===== config.mk =====
export PLATFORM = sky130hd
export DESIGN_NAME = wrf_top
export DESIGN_NICKNAME = d
export VERILOG_FILES = /design/src/rtl/wrf_pkg.sv /design/src/rtl/wrf_window_ptr.sv /design/src/rtl/wrf_index_map.sv /design/src/rtl/wrf_storage.sv /design/src/rtl/wrf_top.sv
export SDC_FILE = /design/constraint.sdc
export NUM_CORES = 1
export LEC_CHECK = 0
export BUFFER_PORTS_ARGS = -buffer_cell sky130_fd_sc_hd__buf_2
export CORE_MARGIN = 5
export CORE_UTILIZATION = 55
export CTS_CLUSTER_DIAMETER = 200
export DETAILED_ROUTE_END_ITERATION = 7
export GPL_TIMING_DRIVEN = 0
export PLACE_DENSITY_LB_ADDON = 0.3
export SLEW_MARGIN = 20
export SYNTH_ARGS = -nofsm -noshare
export SYNTH_HDL_FRONTEND = slang
export SYNTH_SLANG_ARGS = --single-unit

===== constraint.sdc =====
create_clock -name clk -period 4.9 [get_ports clk]
set_input_delay 0.98 -clock clk [delete_from_list [all_inputs] [get_ports clk]]
set_output_delay 0.98 -clock clk [all_outputs]
set_load 0.03 [all_outputs]

===== src/rtl/wrf_pkg.sv =====
package wrf_pkg;

    localparam int DEF_DEPTH  = 64;
    localparam int DEF_DATA_W = 16;
    localparam int DEF_WIN    = 4;

    typedef enum logic [1:0] {
        WP_HOLD  = 2'b00,
        WP_CLEAR = 2'b01,
        WP_ADD   = 2'b10,
        WP_KEEP  = 2'b11
    } wp_op_e;

    typedef enum logic [0:0] {
        PORT_DST = 1'b0,
        PORT_SRC = 1'b1
    } rd_port_e;

endpackage


===== src/rtl/wrf_window_ptr.sv =====
module wrf_window_ptr
    import wrf_pkg::*;
#(
    parameter int PTR_W = 6
) (
    input  logic             clk,
    input  logic             rst,
    input  wp_op_e           op,
    input  logic [PTR_W-1:0] delta,
    output logic [PTR_W-1:0] ptr
);

    always_ff @(posedge clk) begin
        if (rst) begin
            ptr <= '0;
        end else begin
            unique case (op)
                WP_CLEAR: ptr <= '0;
                WP_ADD:   ptr <= ptr + delta;
                default:  ptr <= ptr;
            endcase
        end
    end

endmodule


===== src/rtl/wrf_index_map.sv =====
module wrf_index_map #(
    parameter int PTR_W = 6,
    parameter int SEL_W = 2
) (
    input  logic [PTR_W-1:0] base,
    input  logic [SEL_W-1:0] sel,
    output logic [PTR_W-1:0] phys
);

    localparam int PAD_W = PTR_W - SEL_W;

    // Pointer-width addition wraps modulo the store depth.
    assign phys = base + {{PAD_W{1'b0}}, sel};

endmodule


===== src/rtl/wrf_storage.sv =====
module wrf_storage #(
    parameter int DEPTH  = 64,
    parameter int DATA_W = 16,
    parameter int NRD    = 2,
    localparam int ADDR_W = $clog2(DEPTH)
) (
    input  logic                       clk,
    input  logic                       we,
    input  logic [ADDR_W-1:0]          waddr,
    input  logic [DATA_W-1:0]          wdata,
    input  logic [NRD-1:0][ADDR_W-1:0] raddr,
    output logic [NRD-1:0][DATA_W-1:0] rdata
);

    logic [DATA_W-1:0] mem [DEPTH];

    always_ff @(posedge clk) begin
        if (we) begin
            mem[waddr] <= wdata;
        end
    end

    for (genvar g = 0; g < NRD; g++) begin : g_rd
        assign rdata[g] = mem[raddr[g]];
    end

endmodule


===== src/rtl/wrf_top.sv =====
module wrf_top
    import wrf_pkg::*;
#(
    parameter int DEPTH  = DEF_DEPTH,
    parameter int DATA_W = DEF_DATA_W,
    parameter int WIN    = DEF_WIN,
    localparam int PTR_W = $clog2(DEPTH),
    localparam int SEL_W = $clog2(WIN)
) (
    input  logic              clk,
    input  logic              rst,
    input  logic [1:0]        wp_op_i,
    input  logic [PTR_W-1:0]  wp_delta_i,
    input  logic [SEL_W-1:0]  dst_sel_i,
    input  logic [SEL_W-1:0]  src_sel_i,
    input  logic              wr_en_i,
    input  logic [DATA_W-1:0] wr_data_i,
    output logic [DATA_W-1:0] dst_data_o,
    output logic [DATA_W-1:0] src_data_o,
    output logic [PTR_W-1:0]  wp_o
);

    localparam int NRD = 2;

    logic [PTR_W-1:0]             win_base;
    logic [NRD-1:0][SEL_W-1:0]    port_sel;
    logic [NRD-1:0][PTR_W-1:0]    port_phys;
    logic [NRD-1:0][DATA_W-1:0]   port_data;

    wrf_window_ptr #(.PTR_W(PTR_W)) u_ptr (
        .clk   (clk),
        .rst   (rst),
        .op    (wp_op_e'(wp_op_i)),
        .delta (wp_delta_i),
        .ptr   (win_base)
    );

    assign port_sel[PORT_DST] = dst_sel_i;
    assign port_sel[PORT_SRC] = src_sel_i;

    for (genvar g = 0; g < NRD; g++) begin : g_map
        wrf_index_map #(.PTR_W(PTR_W), .SEL_W(SEL_W)) u_map (
            .base (win_base),
            .sel  (port_sel[g]),
            .phys (port_phys[g])
        );
    end

    // The write shares the destination index, which uses the pre-edge pointer.
    wrf_storage #(.DEPTH(DEPTH), .DATA_W(DATA_W), .NRD(NRD)) u_store (
        .clk   (clk),
        .we    (wr_en_i),
        .waddr (port_phys[PORT_DST]),
        .wdata (wr_data_i),
        .raddr (port_phys),
        .rdata (port_data)
    );

    assign dst_data_o = port_data[PORT_DST];
    assign src_data_o = port_data[PORT_SRC];
    assign wp_o       = win_base;

endmodule


## Yosys cells after proc, flatten, opt, wreduce, memory -nomap -nowiden

Memory sizes are Yosys's and may differ from the RTL's.
Cells that the tools add are included.

| operators by class | value |
|---|---|
| equality and inequality tests | 2 |
| add/subtract/negate cells | 3 |
| multiplexer cells | 3 |
| reductions and logical operators | 1 |

Operators by type and width:

| kind | count |
|---|---|
| 6-bit by 2-bit adder with 6-bit output | 2 |
| 6-bit case mux with 2 select lines | 1 |
| 6-bit adder | 1 |
| 2-bit by 1-bit equality test with 1-bit output (second input constant) | 1 |
| 2-bit equality test (second input constant) | 1 |
| 1-bit 2-to-1 mux | 2 |
| 2-bit nonzero test | 1 |

| storage, ports and cells | value |
|---|---|
| bits of input ports | 31 |
| output and inout bits | 38 |
| register bits after elaboration | 6 |
| memory bits (writable) | 1024 |
| memories | 1 |
| logic and storage cells | 11 |

Memory list:

| memory | depth | bits a word | rd ports | clocked after memory_dff | wr ports | RTL line | text |
|---|---|---|---|---|---|---|---|
| u_store.mem | 64 | 16 | 2 | 0 | 1 | wrf_storage.sv:15 | `logic [DATA_W-1:0] mem [DEPTH];` |

## Logic depth before layout (Yosys ltp)

Gate-level depths: netlist (run 1).

| depth | value |
|---|---|
| depth in word-level cells | 2 |
| mapped depth | 11 |
| gate-level depth less buffers | 8 |

## Modules after synthesis

A second synthesis (run 1) with hierarchy kept.

| second synthesis, totals | value |
|---|---|
| cells, all modules | 2623 |
| area total of the unflattened synthesis | 48839.3 sq um |

By module, submodules not included:

| module | instances | area each (sq um) | sequential area each (sq um) | cells an instance |
|---|---|---|---|---|
| wrf_storage | 1 | 48196.2 | 30749.5 | 2550 |
| wrf_window_ptr | 1 | 437.9 | 120.1 | 51 |
| wrf_index_map | 2 | 102.6 | 0.0 | 11 |

## Least setup slack after synthesis (run 1)

Ideal clock, no wire load.

| timing | value |
|---|---|
| path type | input port to output port |
| from | in dst_sel_i[0] |
| to | out dst_data_o[0] |
| arrival time | 3.776 ns |
| data required time | 3.920 ns |
| stages | 9 |
| slack | 0.144 ns |
| buffers on the path | 3 |
| cell sequence | ha_1 fa_1 buf_2 clkbuf_1 clkbuf_1 mux4_2 mux4_2 mux2i_1 mux2i_1 |

| between the ends | value |
|---|---|
| longest elaborated chain between the ends | 2 |

Ends and longest elaborated chain:

| item | RTL line | text |
|---|---|---|
| from (decl) | wrf_top.sv:14 | `input logic [SEL_W-1:0] dst_sel_i,` |
| 6-bit by 2-bit adder with 6-bit output | wrf_index_map.sv:13 | `assign phys = base + {{PAD_W{1'b0}}, sel};` |
| memory 64 x 16 bit | n/a |  |
| to (decl) | wrf_top.sv:18 | `output logic [DATA_W-1:0] dst_data_o,` |

No other way between the ends.

## Worst setup path in the final report (run 1)

| timing | value |
|---|---|
| from | reg u_ptr.ptr[0] |
| to | out src_data_o[4] |

| between the ends | value |
|---|---|
| longest elaborated chain between the ends | 2 |

Ends and longest elaborated chain:

| item | RTL line | text |
|---|---|---|
| from (decl) | wrf_window_ptr.sv:10 | `output logic [PTR_W-1:0] ptr` |
| from (signal assigned) | wrf_window_ptr.sv:19 | `WP_ADD: ptr <= ptr + delta;` |
| from (signal assigned) | wrf_window_ptr.sv:20 | `default: ptr <= ptr;` |
| 6-bit by 2-bit adder with 6-bit output | wrf_index_map.sv:13 |  |
| memory 64 x 16 bit | n/a |  |
| to (decl) | wrf_top.sv:19 | `output logic [DATA_W-1:0] src_data_o,` |

No other way between the ends.

==> results of run 1 <==
==> metrics by stage <==
step	instances	total power (W)
after floorplan	2228	0.01151
after global placement	3451	0.01267
after detailed placement	3478	0.01274
after CTS	3717	0.02083
after global routing	3773	0.02156
final	3778	0.02115
==> power by group <==
part / leakage [nW] / switching (W) / internal [W] / total (W)
Combinational: 7.48 / 0.00204 / 0.00154 / 0.00358
Clock: 1.61 / 0.00344 / 0.00438 / 0.00782
Sequential: 9.26 / 0.0000197 / 0.00973 / 0.00975
Total: 18.4 / 0.00549 / 0.0157 / 0.0212
==> synth_stat cells (all sizes together) (2+ instances only) <==
cell type / count / area share
mux2i: 55 / 0.011
o22ai: 4 / 0.00052
o22a: 5 / 0.00091
xor2: 3 / 0.00070
nor3: 18 / 0.0019
a22oi: 5 / 0.00078
or3: 2 / 0.00026
o2111ai: 6 / 0.0011
mux4: 614 / 0.29
clkbuf: 68 / 0.0053
ha: 10 / 0.0026
o211ai: 4 / 0.00063
inv: 8 / 0.00063
edfxtp: 1024 / 0.64
o32ai: 3 / 0.00055
and3: 2 / 0.00026
a21oi: 11 / 0.0011
xnor2: 7 / 0.0016
a31oi: 8 / 0.0010
dfxtp: 6 / 0.0025
a41o: 2 / 0.00042
a211oi: 6 / 0.00094
nor2b: 7 / 0.00091
nand4: 6 / 0.00078
nand3b: 3 / 0.00047
fa: 3 / 0.0013
nor2: 81 / 0.0063
nand2: 87 / 0.0068
nand3: 42 / 0.0044
nor4: 2 / 0.00026
o21ai: 8 / 0.00083
buf: 100 / 0.010
a32oi: 4 / 0.00073
o21a: 2 / 0.00031
==> routing by layer <==
layer,GRT usage,vias up,share of wire
met5,0.01567,-,0.0016
met4,0.2234,12,0.082
met3,0.1380,663,0.15
met2,0.5472,2868,0.45
met1,0.4601,15270,0.32
li1,-,10490,-
==> worst paths after layout <==
kind | startpoint | to | slack, ns | cells past startpoint
max | u_ptr.ptr[0] | src_data_o[4] | -0.24 | 9
min | rst | u_ptr.ptr[1] | 0.52 | 2
max reg2reg | u_ptr.ptr[0] | u_store.mem[59][0] | 0.30 | 10
min reg2reg | u_ptr.ptr[1] | u_ptr.ptr[1] | 0.66 | 2
==> flip-flops by register name, summed over array words and instances (netlist names) <==
name	count
u_ptr.ptr	6
u_store.mem	1024
==> cells by family after synthesis <==
kind of cell    after synthesis  share of synthesized area
simple gates                255                    0.02326
xor+xnor                     10                   0.002295
flops                      1030                     0.6434
buf+inv                     176                    0.01635
mux                         670                     0.2999
compound gates               74                    0.01095
fa+ha+maj                    13                   0.003859
==> area by class of cell <==
class                           count  area, um2  share of cell area
Multi-Input combinational cell   1022      17700              0.3056
Timing Repair Buffer              191       2263             0.03909
Buffer                            167       2277             0.03933
Clock buffer                      127       2731             0.04717
Inverter                            8      30.03           0.0005186
Antenna cell                       10      25.02           0.0004322
Sequential cell                  1030      30870              0.5332
Clock inverter                     68      559.3            0.009659
Tap cell                         1155       1445             0.02496
==> timing repair <==
item                                    CTS  global route
resized for setup                       549           114
cloned                                    7             5
buffers inserted                         38            47
endpoints found under the hold margin     0             0
pin swaps                                30            31
setup endpoints to repair              1003            32
==> results.yml, run 1 <==
setup_path:
  critical_path_class: "reg2out"
  critPathMaxStageDelay_ns: 0.68
  cp_common_cell: "mux4_2"
  worst-path-buf-inv: 4
  arrival_ns: 4.16
  crit_fanout: 7
  required_ns: 3.92
  cp_slowest_cell: "mux4_2"
  end_kind: "output port"
  crit_chain: "ha_4 -> fa_2 -> buf_12 -> clkbuf_16 -> clkbuf_16 -> mux4_2 -> mux4_2 -> mux4_2 -> buf_6"
  start_kind: "register"
  crit_family: "multiplexers"
cts:
  cts_tree: "yes"
  clock_sinks: 1030
  root_buffer: "clkbuf_16"
  cts_buffer_depth: 3
  clock_latency_ns: 0.70
  ctsHoldBuffers: 0
  htreeDepth: 3
  cts_buffers: 106
  path_clk_slew_ns: 0.06
status:
  status: "finished with violations"
  violations: "negative setup slack"
grt:
  grt_pass1_vias: 28660
  grt_pass1_wl_um: 232600
  grt_usage: 0.3660
  antenna_found_initial: 12
  grt_max_degree: 65
  overflow: 0
finish:
  most-common-layout-cells: "1024 x edfxtp_1, 614 x mux4_2, 139 x clkbuf_16"
  drive_gt1_frac: 0.4925
  layout_commonest_cell: "edfxtp_1"
  syn_to_final_growth_pct: 20.68
  num-nets-final: 2570
  design_area_mm2: 0.05790
  n_fill_cell: 5256
  fin_util: 0.6685
sta:
  drv_slew: 0
  hold_violations: 0
  fmax_mhz: 194.7
  fin_ws_ns: -0.2350
  setup_viol: 31
  finClkSkew_ns: 0.03405
  finalCriticalPeriod_ns: 5.135
  worst_pin_slew_ns: 1.099
  finalCritPeriodShare: 1.048
  rsz0062_at_grt: "true"
  holdWs_ns: 0.5241
  fin_setup_tns_ns: -4.802
  max_slew_margin: 0.2655
logic_synthesis:
  ys_async_sr_fraction: 0
  mappedNetlistNets: 2272
  netlist_area_mm2: 0.04798
  ys_types: 53
  synth_edf_count: 1024
  yosysSeqAreaShare: 0.6434
  yosysWarnings: 0
  synthFlopType: "edfxtp_1"
  syn_avg_cell_area_um2: 21.54
  synth_seq_cells: 1030
  syn_inst: 2228
drt:
  vias: 29310
  ant_nets: 0
  first_iter_violations: 5539
  drcViolationCount: 0
  viasPerCell: 7.757
  wirelength_um: 172900
  avgRoutedWirePerCell_um: 45.76
  dr.pass1.iters: 5
die:
  rows: 108
  die_x_um: 305.4
  coreArea_mm2: 0.08662
  pin_count: 69
  dieArea_mm2: 0.09324
  die_height_um: 305.4
  start_util: 0.5539
pwr:
  power.leakage_nw: 18.35
  peakVddDrop_v: 0.0004084
  p_per_area_mw_per_mm2: 365.3
placed_design:
  dp_hpwl_um: 113000
  numPortBuffers: 68
  dp_slack_ns: -2.471
  place_area_mm2: 0.05089
  gp_congestion: 1.032
worst_hold_path:
  hp-class: "in2reg"
flow_run:
  maxCapViolCount: 0
No activity file was read; power rests on OpenSTA's default activity.
==> inputs of run 2 (changes only) <==
clock period = 5.58 ns   (was 4.9 ns; I/O delays follow)
==> results.yml, run 2 (synthesis results as in run 1) <==
status:
  status: "finished with violations"
  violations: "design-rule violations, negative setup slack"
pwr:
  power.leakage_nw: 17.33
  p_per_area_mw_per_mm2: 327.3
  peakVddDrop_v: 0.0003544
sta:
  hold_violations: 0
  rsz0062_at_grt: "true"
  holdWs_ns: 0.6644
  finClkSkew_ns: 0.02289
  worst_pin_slew_ns: 1.126
  max_slew_margin: 0.2470
  fin_ws_ns: -0.1155
  setup_viol: 20
  fmax_mhz: 175.6
  finalCriticalPeriod_ns: 5.695
  finalCritPeriodShare: 1.021
  drv_slew: 0
die:
  start_util: 0.5539
  die_x_um: 305.4
  dieArea_mm2: 0.09324
  die_height_um: 305.4
  rows: 108
  coreArea_mm2: 0.08662
  pin_count: 69
finish:
  num-nets-final: 2479
  design_area_mm2: 0.05532
  regMostFlops: "u_store.mem"
  most-common-layout-cells: "1024 x edfxtp_1, 614 x mux4_2, 108 x clkbuf_16"
  syn_to_final_growth_pct: 15.30
  top_regs: "u_store.mem (1024), u_ptr.ptr (6)"
  drive_gt1_frac: 0.4473
  layout_commonest_cell: "edfxtp_1"
  largest_reg_flops: 1024
grt:
  overflow: 0
  grt_pass1_wl_um: 227200
  grt_max_degree: 65
  grt_usage: 0.3569
  grt_pass1_vias: 28220
  antenna_found_initial: 10
placed_design:
  gp_congestion: 1.032
  dp_hpwl_um: 113000
  numPortBuffers: 68
  place_area_mm2: 0.05089
cts:
  clock_sinks: 1030
  htreeDepth: 3
  cts_buffers: 106
  clock_latency_ns: 0.69
  path_clk_slew_ns: 0.06
  cts_buffer_depth: 3
  root_buffer: "clkbuf_16"
  cts_tree: "yes"
setup_path:
  arrival_ns: 4.58
  start_kind: "input pin"
  crit_chain: "buf_2 -> ha_1 -> buf_4 -> buf_4 -> buf_4 -> buf_4 -> buf_4 -> buf_4 -> mux2i_1 -> o22a_1 -> nand3_2 -> buf_2"
  required_ns: 4.46
  cp_slowest_cell: "mux2i_1"
  crit_fanout: 10
  cp_common_cell: "buf_4"
  critPathMaxStageDelay_ns: 0.58
  end_kind: "output port"
  critical_path_class: "in2out"
drt:
  dr.pass1.iters: 8
  top_layer: "met5"
  avgRoutedWirePerCell_um: 45.29
  met2_length_um: 75760
  first_iter_violations: 5310
  ant_nets: 0
  viasPerCell: 7.687
  wirelength_um: 167000
  dr_wl_met3_um: 24080
  drcViolationCount: 2
  vias: 28340
  met1Wirelength_um: 54240
flow_run:
  maxCapViolCount: 0
worst_hold_path:
  hp-class: "reg2reg"
## run 2: cell count changes in the layout (fill, tap and decap cells not counted), sizes merged
cell and change:
buf -93, clkdlybuf4s15 +1, clkbuf +1
## run 2: what timing repair did
action	in CTS	in global routing
hold buffers	0	0
pin swaps	7	4
setup endpoints to repair	537	21
setup buffers	3	2
resized for setup	292	36
## run 2: worst max-delay path: cells and delay by family
kind / cells / cell delay, ns
buffers and inverters: 8 / 2.08
multiplexers: 1 / 0.58
adder cells (fa/ha/maj): 1 / 0.29
AO/OA/AOI/OAI: 1 / 0.26
AND/OR/NAND/NOR: 1 / 0.19
## run 2: path summary, 6_finish.rpt
kind	startpoint	endpoint	slack (ns)	cells past startpoint
setup / recovery	dst_sel_i[0]	dst_data_o[2]	-0.12	12
hold reg to reg	u_ptr.ptr[0]	u_ptr.ptr[0]	0.66	2
hold / removal	u_ptr.ptr[0]	u_ptr.ptr[0]	0.66	2
setup reg to reg	u_ptr.ptr[0]	u_store.mem[59][0]	0.73	8
## run 2: power by group
group	total, W	switching [W]	internal, W
sequential	0.00856	0.0000167	0.00854
combinational	0.00268	0.00164	0.00104
clock	0.00686	0.00301	0.00385
## run 2: metal layers
layer / vias up / global-route usage
li1: 10280 / -
met1: 14890 / 0.4533
met2: 2597 / 0.5372
met3: 578 / 0.1331
met4: 2 / 0.2058
met5: - / 0
## run 2: stage by stage
step	util	instances	worst slack (ns)	power [W]	setup TNS (ns)
floorplan	-	2228	0.5517	0.01011	0
global placement	0.5746	3451	-2.143	0.01112	-1350.77
detailed placement	0.5875	3478	-2.063	0.01119	-822.51
CTS	0.6367	3675	0.0004023	0.01800	0
global route	0.6384	3677	-0.04477	0.01847	-0.1233
finish	0.6387	3687	-0.1155	0.01811	-0.5492
## run 2: layout make-up
class	count	area, um2
Clock inverter	68	559.3
Buffer	167	1460
Clock buffer	127	2731
Timing Repair Buffer	100	1040
Sequential cell	1030	30870
Inverter	8	30.03
Fill cell	5621	31300
Tap cell	1155	1445
Antenna cell	10	25.02
Multi-Input combinational cell	1022	17160
